File: src/rtl/dma_chain_pkg.sv
package dma_chain_pkg;

  typedef enum logic [1:0] {
    FETCH_IDLE = 2'd0,
    FETCH_REQ  = 2'd1,
    FETCH_WAIT = 2'd2
  } fetch_state_e;

endpackage

File: src/rtl/dma_chain_fetch.sv
module dma_chain_fetch
  import dma_chain_pkg::*;
#(
  parameter int ADDR_W     = 36,
  parameter int ALIGN_BITS = 3,
  parameter int DESC_WORDS = 4,
  localparam int PTR_W     = ADDR_W - ALIGN_BITS,
  localparam int IDX_W     = (DESC_WORDS > 1) ? $clog2(DESC_WORDS) : 1
) (
  input  logic              clk,
  input  logic              rst_n,
  input  logic              start,
  input  logic [PTR_W-1:0]  base_ptr,
  input  logic              mem_req_ready,
  input  logic              mem_rsp_valid,
  input  logic              mem_rsp_err,
  output logic              mem_req_valid,
  output logic [ADDR_W-1:0] mem_req_addr,
  output logic              busy,
  output logic              word_ok,
  output logic [IDX_W-1:0]  word_idx,
  output logic              fetch_done,
  output logic              fetch_abort
);

  localparam logic [IDX_W-1:0] LAST_IDX = IDX_W'(DESC_WORDS - 1);

  fetch_state_e     state_q, state_d;
  logic [IDX_W-1:0] idx_q, idx_d;
  logic             rsp_take;

  // next-state
  always_comb begin
    state_d = state_q;
    idx_d   = idx_q;
    case (state_q)
      FETCH_IDLE: begin
        if (start) begin
          state_d = FETCH_REQ;
          idx_d   = '0;
        end
      end
      FETCH_REQ: begin
        if (mem_req_ready) state_d = FETCH_WAIT;
      end
      FETCH_WAIT: begin
        if (mem_rsp_valid) begin
          if (mem_rsp_err || (idx_q == LAST_IDX)) begin
            state_d = FETCH_IDLE;
          end else begin
            idx_d   = idx_q + 1'b1;
            state_d = FETCH_REQ;
          end
        end
      end
      default: state_d = FETCH_IDLE;
    endcase
  end

  // registers
  always_ff @(posedge clk or negedge rst_n) begin
    if (!rst_n) begin
      state_q <= FETCH_IDLE;
      idx_q   <= '0;
    end else begin
      state_q <= state_d;
      idx_q   <= idx_d;
    end
  end

  assign rsp_take      = (state_q == FETCH_WAIT) && mem_rsp_valid;
  assign word_ok       = rsp_take && !mem_rsp_err;
  assign fetch_done    = word_ok && (idx_q == LAST_IDX);
  assign fetch_abort   = rsp_take && mem_rsp_err;
  assign word_idx      = idx_q;
  assign busy          = (state_q != FETCH_IDLE);
  assign mem_req_valid = (state_q == FETCH_REQ);
  assign mem_req_addr  = {base_ptr, {ALIGN_BITS{1'b0}}}
                         + (ADDR_W'(idx_q) << ALIGN_BITS);

endmodule

File: src/rtl/dma_chain_ptr.sv
module dma_chain_ptr #(
  parameter int ADDR_W     = 36,
  parameter int ALIGN_BITS = 3,
  localparam int PTR_W     = ADDR_W - ALIGN_BITS
) (
  input  logic             clk,
  input  logic             rst_n,
  input  logic             host_wr_en,
  input  logic [PTR_W-1:0] wr_field,
  input  logic             xfer_done,
  input  logic             fetch_busy,
  input  logic             fetch_done,
  input  logic             fetch_abort,
  input  logic [PTR_W-1:0] link_ptr,
  output logic [PTR_W-1:0] ptr,
  output logic             chain_en,
  output logic             xfer_active,
  output logic             start_fetch
);

  logic [PTR_W-1:0] ptr_q, ptr_d;
  logic             ptr_ld;
  logic             ce_q, ce_d;
  logic             act_q, act_d;
  logic             pend_q, pend_d;
  logic [PTR_W-1:0] pdat_q, pdat_d;
  logic             pdat_ld;
  logic             hold;

  assign start_fetch = !fetch_busy && xfer_done && ce_q;
  assign hold        = fetch_busy || start_fetch;

  // next-state
  always_comb begin
    ptr_d   = ptr_q;
    ptr_ld  = 1'b0;
    ce_d    = ce_q;
    act_d   = act_q;
    pend_d  = pend_q;
    pdat_d  = pdat_q;
    pdat_ld = 1'b0;

    if (fetch_done) begin
      if (link_ptr != '0) begin
        ptr_d  = link_ptr;
        ptr_ld = 1'b1;
      end else begin
        ce_d = 1'b0;
      end
    end
    if (fetch_abort) begin
      ce_d  = 1'b0;
      act_d = 1'b0;
    end

    if (hold) begin
      if (host_wr_en) begin
        pend_d  = 1'b1;
        pdat_d  = wr_field;
        pdat_ld = 1'b1;
      end
    end else begin
      // not starting, so chain_en is clear here: end of work
      if (xfer_done) act_d = 1'b0;
      if (pend_q) begin
        pend_d = 1'b0;
        if (pdat_q != '0) begin
          ptr_d  = pdat_q;
          ptr_ld = 1'b1;
          ce_d   = 1'b1;
          act_d  = 1'b1;
        end else begin
          ce_d = 1'b0;
        end
      end
      if (host_wr_en) begin
        if (wr_field != '0) begin
          ptr_d  = wr_field;
          ptr_ld = 1'b1;
          ce_d   = 1'b1;
          act_d  = 1'b1;
        end else begin
          ce_d = 1'b0;
        end
      end
    end
  end

  // registers
  always_ff @(posedge clk or negedge rst_n) begin
    if (!rst_n) begin
      ptr_q  <= '0;
      ce_q   <= 1'b0;
      act_q  <= 1'b0;
      pend_q <= 1'b0;
      pdat_q <= '0;
    end else begin
      if (ptr_ld)  ptr_q  <= ptr_d;
      if (pdat_ld) pdat_q <= pdat_d;
      ce_q   <= ce_d;
      act_q  <= act_d;
      pend_q <= pend_d;
    end
  end

  assign ptr         = ptr_q;
  assign chain_en    = ce_q;
  assign xfer_active = act_q;

endmodule

File: src/rtl/dma_chain_desc.sv
module dma_chain_desc #(
  parameter int DATA_W     = 64,
  parameter int DESC_WORDS = 4,
  localparam int PAY_WORDS = DESC_WORDS - 1,
  localparam int IDX_W     = (DESC_WORDS > 1) ? $clog2(DESC_WORDS) : 1
) (
  input  logic                        clk,
  input  logic                        rst_n,
  input  logic                        word_ok,
  input  logic [IDX_W-1:0]            word_idx,
  input  logic [DATA_W-1:0]           rsp_data,
  input  logic                        fetch_done,
  output logic                        desc_load,
  output logic [PAY_WORDS*DATA_W-1:0] desc_data
);

  logic load_q;

  for (genvar g = 0; g < PAY_WORDS; g++) begin : g_word
    logic [DATA_W-1:0] stage_q;
    logic [DATA_W-1:0] out_q;
    logic              stage_en;

    assign stage_en = word_ok && (word_idx == IDX_W'(g));

    always_ff @(posedge clk or negedge rst_n) begin
      if (!rst_n) begin
        stage_q <= '0;
        out_q   <= '0;
      end else begin
        if (stage_en)   stage_q <= rsp_data;
        if (fetch_done) out_q   <= stage_q;
      end
    end

    assign desc_data[g*DATA_W +: DATA_W] = out_q;
  end

  always_ff @(posedge clk or negedge rst_n) begin
    if (!rst_n) load_q <= 1'b0;
    else        load_q <= fetch_done;
  end

  assign desc_load = load_q;

endmodule

File: src/rtl/dma_chain_ctrl.sv
module dma_chain_ctrl #(
  parameter int DATA_W     = 64,
  parameter int ADDR_W     = 36,
  parameter int ALIGN_BITS = 3,
  parameter int DESC_WORDS = 4,
  localparam int PTR_W     = ADDR_W - ALIGN_BITS,
  localparam int PAY_WORDS = DESC_WORDS - 1,
  localparam int IDX_W     = (DESC_WORDS > 1) ? $clog2(DESC_WORDS) : 1
) (
  input  logic                        clk,
  input  logic                        rst_n,
  input  logic                        host_wr_en,
  input  logic [DATA_W-1:0]           host_wr_data,
  output logic [DATA_W-1:0]           host_rd_data,
  input  logic                        xfer_done,
  output logic                        chain_en,
  output logic                        xfer_active,
  output logic                        mem_req_valid,
  input  logic                        mem_req_ready,
  output logic [ADDR_W-1:0]           mem_req_addr,
  input  logic                        mem_rsp_valid,
  input  logic [DATA_W-1:0]           mem_rsp_data,
  input  logic                        mem_rsp_err,
  output logic                        desc_load,
  output logic [PAY_WORDS*DATA_W-1:0] desc_data
);

  logic [1:0]       rst_sync_q;
  logic             rst_int_n;
  logic [PTR_W-1:0] ptr;
  logic             start_fetch;
  logic             fetch_busy;
  logic             word_ok;
  logic [IDX_W-1:0] word_idx;
  logic             fetch_done;
  logic             fetch_abort;
  logic             unused_wr_bits;

  // asynchronous assert, synchronous release
  always_ff @(posedge clk or negedge rst_n) begin
    if (!rst_n) rst_sync_q <= 2'b00;
    else        rst_sync_q <= {rst_sync_q[0], 1'b1};
  end
  assign rst_int_n = rst_sync_q[1];

  assign unused_wr_bits = ^{host_wr_data[DATA_W-1:ADDR_W],
                            host_wr_data[ALIGN_BITS-1:0]};

  dma_chain_ptr #(
    .ADDR_W     (ADDR_W),
    .ALIGN_BITS (ALIGN_BITS)
  ) u_ptr (
    .clk         (clk),
    .rst_n       (rst_int_n),
    .host_wr_en  (host_wr_en),
    .wr_field    (host_wr_data[ADDR_W-1:ALIGN_BITS]),
    .xfer_done   (xfer_done),
    .fetch_busy  (fetch_busy),
    .fetch_done  (fetch_done),
    .fetch_abort (fetch_abort),
    .link_ptr    (mem_rsp_data[ADDR_W-1:ALIGN_BITS]),
    .ptr         (ptr),
    .chain_en    (chain_en),
    .xfer_active (xfer_active),
    .start_fetch (start_fetch)
  );

  dma_chain_fetch #(
    .ADDR_W     (ADDR_W),
    .ALIGN_BITS (ALIGN_BITS),
    .DESC_WORDS (DESC_WORDS)
  ) u_fetch (
    .clk           (clk),
    .rst_n         (rst_int_n),
    .start         (start_fetch),
    .base_ptr      (ptr),
    .mem_req_ready (mem_req_ready),
    .mem_rsp_valid (mem_rsp_valid),
    .mem_rsp_err   (mem_rsp_err),
    .mem_req_valid (mem_req_valid),
    .mem_req_addr  (mem_req_addr),
    .busy          (fetch_busy),
    .word_ok       (word_ok),
    .word_idx      (word_idx),
    .fetch_done    (fetch_done),
    .fetch_abort   (fetch_abort)
  );

  dma_chain_desc #(
    .DATA_W     (DATA_W),
    .DESC_WORDS (DESC_WORDS)
  ) u_desc (
    .clk        (clk),
    .rst_n      (rst_int_n),
    .word_ok    (word_ok),
    .word_idx   (word_idx),
    .rsp_data   (mem_rsp_data),
    .fetch_done (fetch_done),
    .desc_load  (desc_load),
    .desc_data  (desc_data)
  );

  assign host_rd_data = {{(DATA_W-ADDR_W){1'b0}}, ptr, {ALIGN_BITS{1'b0}}};

endmodule

File: config.mk
export PLATFORM = sky130hd
export DESIGN_NAME = dma_chain_ctrl
export DESIGN_NICKNAME = d
export VERILOG_FILES = /design/src/rtl/dma_chain_pkg.sv /design/src/rtl/dma_chain_fetch.sv /design/src/rtl/dma_chain_ptr.sv /design/src/rtl/dma_chain_desc.sv /design/src/rtl/dma_chain_ctrl.sv
export SDC_FILE = /design/constraint.sdc
export NUM_CORES = 1
export LEC_CHECK = 0
export BUFFER_PORTS_ARGS = -buffer_cell sky130_fd_sc_hd__buf_2
export CORE_ASPECT_RATIO = 0.9
export CORE_MARGIN = 1
export CORE_UTILIZATION = 40
export CTS_CLUSTER_SIZE = 16
export DETAILED_ROUTE_END_ITERATION = 12
export PLACE_DENSITY_LB_ADDON = 0.08
export SLEW_MARGIN = 20
export SYNTH_ARGS = -nofsm -noshare
export SYNTH_HDL_FRONTEND = slang
export SYNTH_SLANG_ARGS = --single-unit
File: constraint.sdc
create_clock -name clk -period 15 [get_ports clk]
set_input_delay 2.25 -clock clk [delete_from_list [all_inputs] [get_ports clk]]
set_output_delay 2.25 -clock clk [all_outputs]
set_load 0.01 [all_outputs]
==> impl_metrics.csv, run 1 <==
group,metric,value,unit
setup_path,startpoint_type,"register",
grt,track_usage,0.205,
sta,layout_setup_ws,9.41,ns
detailed_routing,dr.pass1.iters,4,
grt,grt_pass1_wl,74700,um
detailed_routing,routed-via-count,11600,
placement,gp_congestion,0.815,
grt,antenna_found_initial,3,
pwr,power.density,159,nW/um^2
setup_path,reg2reg_from,"u_fetch.state_q[0]$_DFFE_PN0P_",
sta,tightestPinTransition,1.10,ns
die,placementRows,75,
setup_path,rrSetupSlack,10.94,ns
sta,layout_min_cycle_time,5.59,ns
clock_tree,cts_max_path_buffers,3,
synth,ys_types,49,
setup_path,cp_slowest_stage_delay,0.53,ns
clock_tree,cts_hold_buffers,0,
sta,rsz0062_at_grt,"no",
layout,area_delta_synth_final,21.0,%
detailed_routing,ant_nets,0,
setup_path,path_class,"reg -> out",
layout,post_layout_nonfiller_instances,2283,
layout,utilization,0.490,
clock_tree,postCtsSetupBuffers,0,
clock_tree,cts_tree,"built",
sta,setup_violations,0,
die,initial_utilization,0.405,
synth,synth_enable_flop_cells,0,
setup_path,timing.critical_path.fanout_max,8,
clock_tree,h-tree-depth,2,
detailed_routing,drt_iter0_drc,574,
pwr,p_leak,12.0,nW
layout,stdcell_area,22800,sq um
setup_path,worstPathArrival,3.34,ns
placement,dp_cells,2194,
die,core_area,46600,sq um
placement,place_area,21200,sq um
setup_path,crit_slowest_cell,"nor3_2",
layout,num-fill-cells,4174,
synth,async_reset_ff_frac,1.00,
layout,nets,1771,
detailed_routing,routed_wirelength,48700,um
clock_tree,cts.repair.resized,0,
setup_path,r2r-end,"u_desc.g_word[0].out_q[3]$_DFFE_PN0P_",
sta,max_freq,179,MHz
clock_tree,clock_sinks,460,
run,cap_violations,0,
pwr,peakVddDrop,0.0849,mV
pwr,p_total,3.64,mW
synth,syn_inst,1256,
layout,layout-drive-gt1-share,0.537,
die,top_level_ports,431,
clock_tree,cts_buffers,49,
grt,grt_max_degree,160,
synth,netlist_area,18900,sq um
detailed_routing,routed_via_density,5.07,
synth,synth-seq-cells,460,
synth,ys_seq_area_frac,0.609,
die,die_x,231,um
synth,synth.top_cell.area_share,0.609,
sta,holdWs,0.193,ns
grt,grt.overflow.total,0,
synth,syn_avg_cell_area,15.0,sq um
sta,fin_skew,0.00904,ns
hold_path,hold_class,"reg -> async",
sta,slew_headroom,0.264,
clock_tree,clk_latency,0.58,ns
sta,hold_viol_final,0,
setup_path,reg2reg_depth,5,
detailed_routing,wl_per_cell,21.3,um
placement,dpl.hpwl,33200,um
synth,synthTopCellsByArea,"dfrtp_1 61%, mux2_2 25%, mux2i_1 3.1%",
placement,port_buffers,365,
die,die-height,208,um
clock_tree,cts-root-buf,"clkbuf_16",
setup_path,endpoint_kind,"output pin",
synth,synth_flop_cell,"dfrtp_1",
sta,slew_violations,0,
clock_tree,path_clk_slew,0.06,ns
sta,fin_tns_setup,0,ns
detailed_routing,drc,0,
sta,finalCritPeriodShare,0.373,
placement,place_ws,9.02,ns
grt,grt_pass1_vias,12000,
die,die-area,48100,sq um
synth,yosys_warnings,0,
setup_path,cp.required,12.75,ns
status,outcome,"finished clean",
synth,synth_area_leader_cell,"dfrtp_1",
setup_path,critical_path.cell_chain,"ha_1 > inv_1 > fa_1 > nand3b_1 > nor3_2 > nand3_1 > nor2_1 > xor2_1 > buf_2",
layout,diodes,0,
## how the worst max path moves through the flow
stage / start / cells past startpoint / slack [ns] / endpoint
finish: u_fetch.word_idx[0]$_DFFE_PN0P_ / 9 / 9.41 / mem_req_addr[35]
CTS: u_fetch.word_idx[0]$_DFFE_PN0P_ / 9 / 9.25 / mem_req_addr[35]
global route: u_fetch.word_idx[0]$_DFFE_PN0P_ / 9 / 9.15 / mem_req_addr[35]
global placement: mem_rsp_err / 6 / 9.01 / u_desc.g_word[1].out_q[15]$_DFFE_PN0P_
detailed placement: mem_rsp_err / 6 / 9.02 / u_desc.g_word[1].out_q[13]$_DFFE_PN0P_
floorplan: rst_sync_q[1]$_DFF_PN0_ / 0 / 1.23 / u_desc.desc_load$_DFF_PN0_
## flip-flops by register name, summed over array words and instances, names as in the netlist
name	count
u_desc.desc_load	1
u_ptr.ptr	33
u_ptr.xfer_active	1
u_ptr.chain_en	1
u_fetch.word_idx	2
u_desc.g_word.out_q	192
rst_sync_q	2
u_ptr.pdat_q	33
u_ptr.pend_q	1
u_fetch.state_q	2
u_desc.g_word.stage_q	192
## report_power, final
| part | leakage (nW) | switching, mW | internal, mW | total, mW |
|---|---|---|---|---|
| combinational | 5.04 | 0.353 | 0.382 | 0.735 |
| sequential | 6.13 | 0.196 | 1.51 | 1.71 |
| clock | 0.797 | 0.490 | 0.704 | 1.19 |
## cell type report
type                            instances  area [sq um]  area share
Clock buffer                           79          1510      0.0661
Clock inverter                         10           101     0.00444
Tap cell                              616           771      0.0337
Inverter                               21          83.8     0.00367
Timing Repair Buffer                  378          1940      0.0848
Multi-Input combinational cell        719          6930       0.303
Sequential cell                       460         11500       0.504
## synth_stat cells (2+ instances only)
cell type / n
a22oi_1: 2
buf_2: 24
and3_1: 5
nor4_1: 25
conb_1: 2
a221oi_2: 11
buf_6: 3
nand2b_1: 3
xor2_1: 9
mux2_2: 417
o21ai_0: 3
ha_1: 6
nand4_1: 13
and4_1: 3
o31ai_4: 2
clkbuf_1: 24
and2_1: 3
a221oi_1: 3
nand3_1: 12
a31oi_1: 2
mux2i_1: 59
a211oi_1: 3
inv_1: 20
or3_1: 3
nor3_1: 3
dfrtp_1: 460
o31ai_1: 2
buf_4: 37
nand2_1: 24
o31a_1: 3
xnor2_1: 22
nor2_1: 31
## routing by layer
layer / GRT usage / up-vias / wire [um]
met2: 0.319 / 302 / 22500
met5: 0 / - / 27
li1: - / 5186 / -
met4: 0.0559 / 4 / 884
met3: 0.0591 / 57 / 3710
met1: 0.279 / 6020 / 21600
## critical path, delay by kind of cell (launching register included)
kind                       cells  cell delay [ns]
xor gates and xnor gates       1             0.15
adders and majority gates      2             0.63
buffers and inverters          2             0.19
DFF                            1             0.43
and+or+nand+nor                4             1.35
## cell families after synthesis
kind of cell               share of synthesized area
AOI/OAI and AO/OA                             0.0211
xor gates and xnor gates                      0.0144
adders and majority gates                    0.00503
buffers and inverters                         0.0320
DFF                                            0.609
muxes                                          0.280
other                                       0.000398
and+or+nand+nor                               0.0378
## cells in the final DEF (no fill, tap or decap), drive strengths merged, types with 2 or more instances in the layout
master / count
o31ai: 4
ha: 6
a31oi: 2
inv: 22
o21ai: 3
a22oi: 2
or3: 3
buf: 378
mux2: 417
dfrtp: 460
and3: 5
nor4: 26
and4: 3
a211oi: 3
a221oi: 14
xnor2: 22
nand4: 13
nor2: 31
clkinv: 8
and2: 4
nand2: 24
nor3: 5
xor2: 9
clkbuf: 79
o31a: 3
nand3: 12
conb: 35
mux2i: 59
nand2b: 3
Power figures use the tool's default switching activity.
==> run 2, diff against run 1 <==
==> constraint.sdc (replaced) <==
create_clock -name clk -period 5.6 [get_ports clk]
set_input_delay 0.84 -clock clk [delete_from_list [all_inputs] [get_ports clk]]
set_output_delay 0.84 -clock clk [all_outputs]
set_load 0.01 [all_outputs]
==> run 2 against run 1 <==
Net effect:
- total power rose to 2.7 times the previous value
- core utilization grew 0.054 points
- register-to-register slack lost 8.7 ns
- critical endpoint unchanged
- critical path type unchanged
- worst hold slack worse by 0.15 ns
- setup slack worse by 7.7 ns
- critical path depth rose by 1
==> impl_metrics.csv, run 2 (synthesis results as in run 1) <==
group,metric,value,unit
sta,holdWs,0.0401,ns
clock_tree,postCtsSetupBuffers,0,
pwr,internal-power,7.00,mW
placement,gp_congestion,0.819,
die,initial_utilization,0.405,
die,die_x,231,um
layout,final_common_cell,"dfrtp_1",
pwr,pwr-share-comb,0.202,
placement,port_buffers,365,
placement,dpl.hpwl,32900,um
sta,max_freq,257,MHz
grt,grt_max_degree,157,
sta,fin_skew,0.0180,ns
grt,antenna_found_initial,1,
layout,reg_top3,"u_desc.g_word.out_q: 192 flops, u_desc.g_word.stage_q: 192 flops",
die,core_area,46600,sq um
clock_tree,cts.repair.resized,0,
detailed_routing,routed_via_density,5.06,
sta,tightestPinTransition,1.11,ns
clock_tree,path_clk_slew,0.06,ns
detailed_routing,dr.pass1.iters,4,
sta,layout_min_cycle_time,3.89,ns
layout,final_cell_mix,"459 x dfrtp_1, 417 x mux2_2, 365 x buf_2",
clock_tree,cts_hold_buffers,0,
setup_path,rrSetupSlack,2.23,ns
run,cap_violations,0,
setup_path,timing.critical_path.fanout_max,8,
sta,slew_headroom,0.255,
layout,layout-drive-gt1-share,0.537,
sta,setup_violations,0,
status,outcome,"finished clean",
pwr,pwr-share-seq,0.468,
setup_path,r2r-end,"u_ptr.ptr[18]$_DFFE_PN0P_",
setup_path,startpoint_type,"register",
detailed_routing,ant_nets,0,
layout,diodes,0,
detailed_routing,routed_wirelength,48500,um
grt,grt.overflow.total,0,
setup_path,endpoint_kind,"output pin",
setup_path,worstPathArrival,3.05,ns
pwr,power.density,428,nW/um^2
detailed_routing,wl_per_cell,21.2,um
sta,slew_violations,0,
detailed_routing,drc,0,
detailed_routing,routed-via-count,11600,
setup_path,reg2reg_from,"u_fetch.state_q[0]$_DFFE_PN0P_",
setup_path,cp.required,4.76,ns
sta,hold_viol_final,0,
sta,rsz0062_at_grt,"no",
die,die-area,48100,sq um
pwr,swShare,0.285,
grt,grt_pass1_vias,12000,
grt,grt_pass1_wl,74000,um
detailed_routing,drt_iter0_drc,545,
pwr,peakVddDrop,0.211,mV
die,placementRows,75,
pwr,switching_power,2.79,mW
clock_tree,cts-root-buf,"clkbuf_16",
clock_tree,clock_sinks,460,
layout,nets,1773,
clock_tree,h-tree-depth,2,
layout,area_delta_synth_final,21.1,%
sta,finalCritPeriodShare,0.695,
clock_tree,cts_tree,"built",
grt,track_usage,0.203,
setup_path,path_class,"reg -> out",
die,die-height,208,um
setup_path,reg2reg_depth,7,
clock_tree,cts_max_path_buffers,3,
pwr,pwr-share-clk,0.330,
clock_tree,cts_buffers,50,
clock_tree,clk_latency,0.58,ns
hold_path,hold_class,"in -> async",
pwr,p_leak,12.0,nW
die,top_level_ports,431,
sta,fin_tns_setup,0,ns
[run 2: cell count changes in the layout (fill, tap and decap cells not counted)]
cell        previous run  this run
clkinv_8               2         0
clkinvlp_4             0         1
clkinv_4               0         1
clkbuf_16             49        51
bufinv_16              1         2
clkbuf_8              17        12
buf_12                 1         2
clkinv_2               6         8
[run 2: cell type report]
class | instances | area (sq um)
Fill cell | 4209 | 23800
Sequential cell | 460 | 11500
Multi-Input combinational cell | 719 | 6930
Timing Repair Buffer | 379 | 1960
Clock buffer | 76 | 1490
Tap cell | 616 | 771
Clock inverter | 13 | 125
Inverter | 21 | 83.8
[run 2: worst max path at each step]
stage	startpoint	end	slack, ns
finish	u_fetch.word_idx[0]$_DFFE_PN0P_	mem_req_addr[35]	1.71
global route	u_fetch.word_idx[0]$_DFFE_PN0P_	mem_req_addr[35]	1.51
CTS	u_fetch.word_idx[0]$_DFFE_PN0P_	mem_req_addr[35]	1.65
detailed placement	mem_rsp_err	u_ptr.ptr[18]$_DFFE_PN0P_	1.65
global placement	mem_rsp_err	u_ptr.ptr[18]$_DFFE_PN0P_	1.66
floorplan	rst_sync_q[1]$_DFF_PN0_	u_desc.desc_load$_DFF_PN0_	1.10
[run 2: worst max-delay path, cell delays in order (launching register included)]
cell and delay (ns):
dfrtp_1 0.43, ha_1 0.20, inv_1 0.05, fa_1 0.43, nand3b_1 0.32, nor3_2 0.16, buf_4 0.20, nand3_1 0.17
nor2_1 0.21, xor2_1 0.15, buf_2 0.14
[run 2: metrics by stage]
| stage | power [mW] | setup slack, ns | instances | area, sq um | util |
|---|---|---|---|---|---|
| final | 9.79 | 1.71 | 2284 | 22900 | 0.490 |
| after global routing | 10.3 | 1.51 | 2284 | 22900 | 0.490 |
| after CTS | 9.92 | 1.65 | 2284 | 22900 | 0.490 |
| after detailed placement | 6.64 | 1.65 | 2195 | 21300 | 0.456 |
| after global placement | 6.57 | 1.66 | 2195 | 21300 | 0.456 |
| after floorplan | 5.90 | 1.10 | 1289 | 19000 | - |
[run 2: metal layers]
layer / up-vias / share of wire / global-route usage
met3: 63 / 0.073 / 0.0574
met1: 5998 / 0.44 / 0.273
met4: 2 / 0.018 / 0.0539
li1: 5190 / - / -
met5: - / 0.00023 / 0
met2: 299 / 0.47 / 0.322
[run 2: power by group through the flow]
stage | clock network, mW | logic (mW) | registers [mW]
after global routing | 3.47 | 2.16 | 4.68
final | 3.23 | 1.98 | 4.58
after global placement | 0 | 1.97 | 4.60
after detailed placement | 0 | 2.01 | 4.64
after CTS | 3.33 | 2.01 | 4.58
after floorplan | 0 | 1.34 | 4.56
==> run 3, diff against run 2 <==
==> constraint.sdc (replaced) <==
create_clock -name clk -period 3.3 [get_ports clk]
set_input_delay 0.495 -clock clk [delete_from_list [all_inputs] [get_ports clk]]
set_output_delay 0.495 -clock clk [all_outputs]
set_load 0.01 [all_outputs]
==> run 3 against run 2 <==
Net effect:
- non-clock buffer count is 28 higher
- global-route usage up 0.25 points
- combinational power is 75% higher
- sequential share of layout area down 0.73 points
- wire length increased by 0.54%
- core utilization grew 0.72 points
- cell count is 1.3% higher
- clock-buffer cell count decreased by 7
- cell area up 1.5%
- clock power up 69%
- sequential cell count did not move
- register-to-register slack lost 1.3 ns
- critical path type unchanged
- critical endpoint is now mem_req_addr[31]
- largest power group unchanged
==> impl_metrics.csv, run 3 (synthesis results as in run 1) <==
group,metric,value,unit
detailed_routing,dr.pass1.iters,4,
clock_tree,cts_max_path_buffers,3,
die,core_area,46600,sq um
sta,max_freq,309,MHz
detailed_routing,ant_nets,0,
pwr,power.density,719,nW/um^2
clock_tree,cts_tree,"built",
sta,finalCritPeriodShare,0.982,
die,top_level_ports,431,
detailed_routing,drt_iter0_drc,611,
die,die-height,208,um
layout,layout-drive-gt1-share,0.552,
status,outcome,"finished clean",
detailed_routing,wl_per_cell,21.1,um
setup_path,timing.critical_path.fanout_max,7,
run,cap_violations,0,
sta,layout_min_cycle_time,3.24,ns
hold_path,hold_class,"reg -> async",
sta,slew_violations,0,
clock_tree,h-tree-depth,2,
die,placementRows,75,
layout,area_delta_synth_final,22.9,%
layout,num-fill-cells,4199,
clock_tree,clock_sinks,460,
setup_path,cp.required,2.80,ns
detailed_routing,routed-via-count,11600,
die,die-area,48100,sq um
setup_path,path_depth,10,
clock_tree,cts-root-buf,"clkbuf_16",
setup_path,cp_slowest_stage_delay,0.39,ns
grt,grt_pass1_vias,12100,
setup_path,startpoint_type,"register",
sta,hold_viol_final,0,
layout,final_common_cell,"dfrtp_1",
grt,grt_pass1_wl,74900,um
die,die_x,231,um
clock_tree,clk_latency,0.58,ns
setup_path,r2r-end,"u_ptr.ptr[23]$_DFFE_PN0P_",
placement,dpl.hpwl,34000,um
setup_path,crit_slowest_cell,"fa_2",
setup_path,path_class,"reg -> out",
setup_path,reg2reg_depth,6,
detailed_routing,routed_via_density,5.01,
clock_tree,path_clk_slew,0.06,ns
setup_path,reg2reg_from,"u_fetch.state_q[0]$_DFFE_PN0P_",
sta,fin_skew,0.0126,ns
layout,reg_top3,"u_desc.g_word.out_q: 192 flops, u_desc.g_word.stage_q: 192 flops",
setup_path,rrSetupSlack,0.95,ns
setup_path,critical_path.cell_chain,"ha_2 > inv_2 > fa_2 > nand3b_1 > nor3_2 > buf_6 > buf_4 > nand4_1 > xnor2_1 > buf_2",
sta,setup_violations,0,
detailed_routing,drc,0,
detailed_routing,routed_wirelength,48800,um
grt,track_usage,0.205,
layout,final_cell_mix,"458 x dfrtp_1, 417 x mux2_2, 365 x buf_2",
layout,utilization,0.498,
placement,gp_congestion,0.855,
placement,port_buffers,365,
pwr,p_leak,12.1,nW
clock_tree,cts_buffers,49,
setup_path,endpoint_kind,"output pin",
sta,tightestPinTransition,0.799,ns
sta,slew_headroom,0.467,
layout,nets,1800,
grt,grt.overflow.total,0,
die,initial_utilization,0.405,
setup_path,path_buf_inv,4,
pwr,p_total,16.7,mW
grt,antenna_found_initial,2,
pwr,peakVddDrop,0.368,mV
setup_path,worstPathArrival,2.75,ns
sta,rsz0062_at_grt,"yes",
grt,grt_max_degree,119,
setup_path,critPathTopFamily,"adder cells",
## run 3: area by class of cell
cell class                      count  area, sq um  area share
Inverter                           21         83.8     0.00361
Clock buffer                       69         1390      0.0600
Antenna cell                        1         2.50    0.000108
Timing Repair Buffer              407         2250      0.0969
Sequential cell                   460        11500       0.496
Tap cell                          616          771      0.0332
Multi-Input combinational cell    719         6980       0.301
Clock inverter                     20          211     0.00911
## run 3: worst max path at each step
stage                               startpoint                    endpoint  slack (ns)
6_report              u_ptr.ptr[0]$_DFFE_PN0P_            mem_req_addr[31]        0.06
5_1_grt               u_ptr.ptr[0]$_DFFE_PN0P_            mem_req_addr[19]       -0.06
4_1_cts               u_ptr.ptr[0]$_DFFE_PN0P_            mem_req_addr[29]      -0.002
3_5_place_dp   u_fetch.word_idx[0]$_DFFE_PN0P_            mem_req_addr[35]        0.37
3_3_place_gp   u_fetch.word_idx[0]$_DFFE_PN0P_            mem_req_addr[35]        0.40
2_1_floorplan          rst_sync_q[1]$_DFF_PN0_  u_desc.desc_load$_DFF_PN0_       -1.20
## run 3: power breakdown
| part | total, mW | switching [mW] | leakage (nW) | internal (mW) |
|---|---|---|---|---|
| registers | 7.76 | 0.881 | 6.13 | 6.88 |
| logic | 3.47 | 1.67 | 5.21 | 1.81 |
| clock network | 5.46 | 2.21 | 0.802 | 3.25 |
| total | 16.7 | 4.76 | 12.1 | 11.9 |
## run 3: worst reg2reg max path, stage by stage (launching register included)
cell and delay, ns:
dfrtp_1 0.43, a211oi_1 0.65, and2_1 0.27, o31a_1 0.29, nor3_4 0.07, buf_4 0.23
a221oi_1 0.31
## run 3: layer usage
layer / wire [um] / vias up / GRT usage / part of all wire
met5: 27 / - / 0 / 0.00055
met4: 1030 / 4 / 0.0585 / 0.021
met3: 3650 / 70 / 0.0622 / 0.075
met2: 22900 / 297 / 0.324 / 0.47
met1: 21200 / 5980 / 0.273 / 0.43
li1: - / 5230 / - / -
## run 3: stage by stage
stage	worst slack, ns	hold WS (ns)	std cells	TNS (ns)	cell area, sq um
finish	0.0598	0.149	2313	0	23200
global route	-0.0624	0.142	2312	-0.243	23200
CTS	-0.00215	0.104	2306	-0.00215	23100
detailed placement	0.374	0.147	2214	0	21500
global placement	0.399	0.147	2214	0	21500
floorplan	-1.20	0.199	1289	-548.09	19000
## run 3: repair_timing
action                                  CTS  global route
endpoints found under the setup margin   11             6
hold endpoints to repair                  2             0
resized for setup                         3            13
buffers inserted                          2             6
hold buffers                              1             0
pin swaps                                 1             7
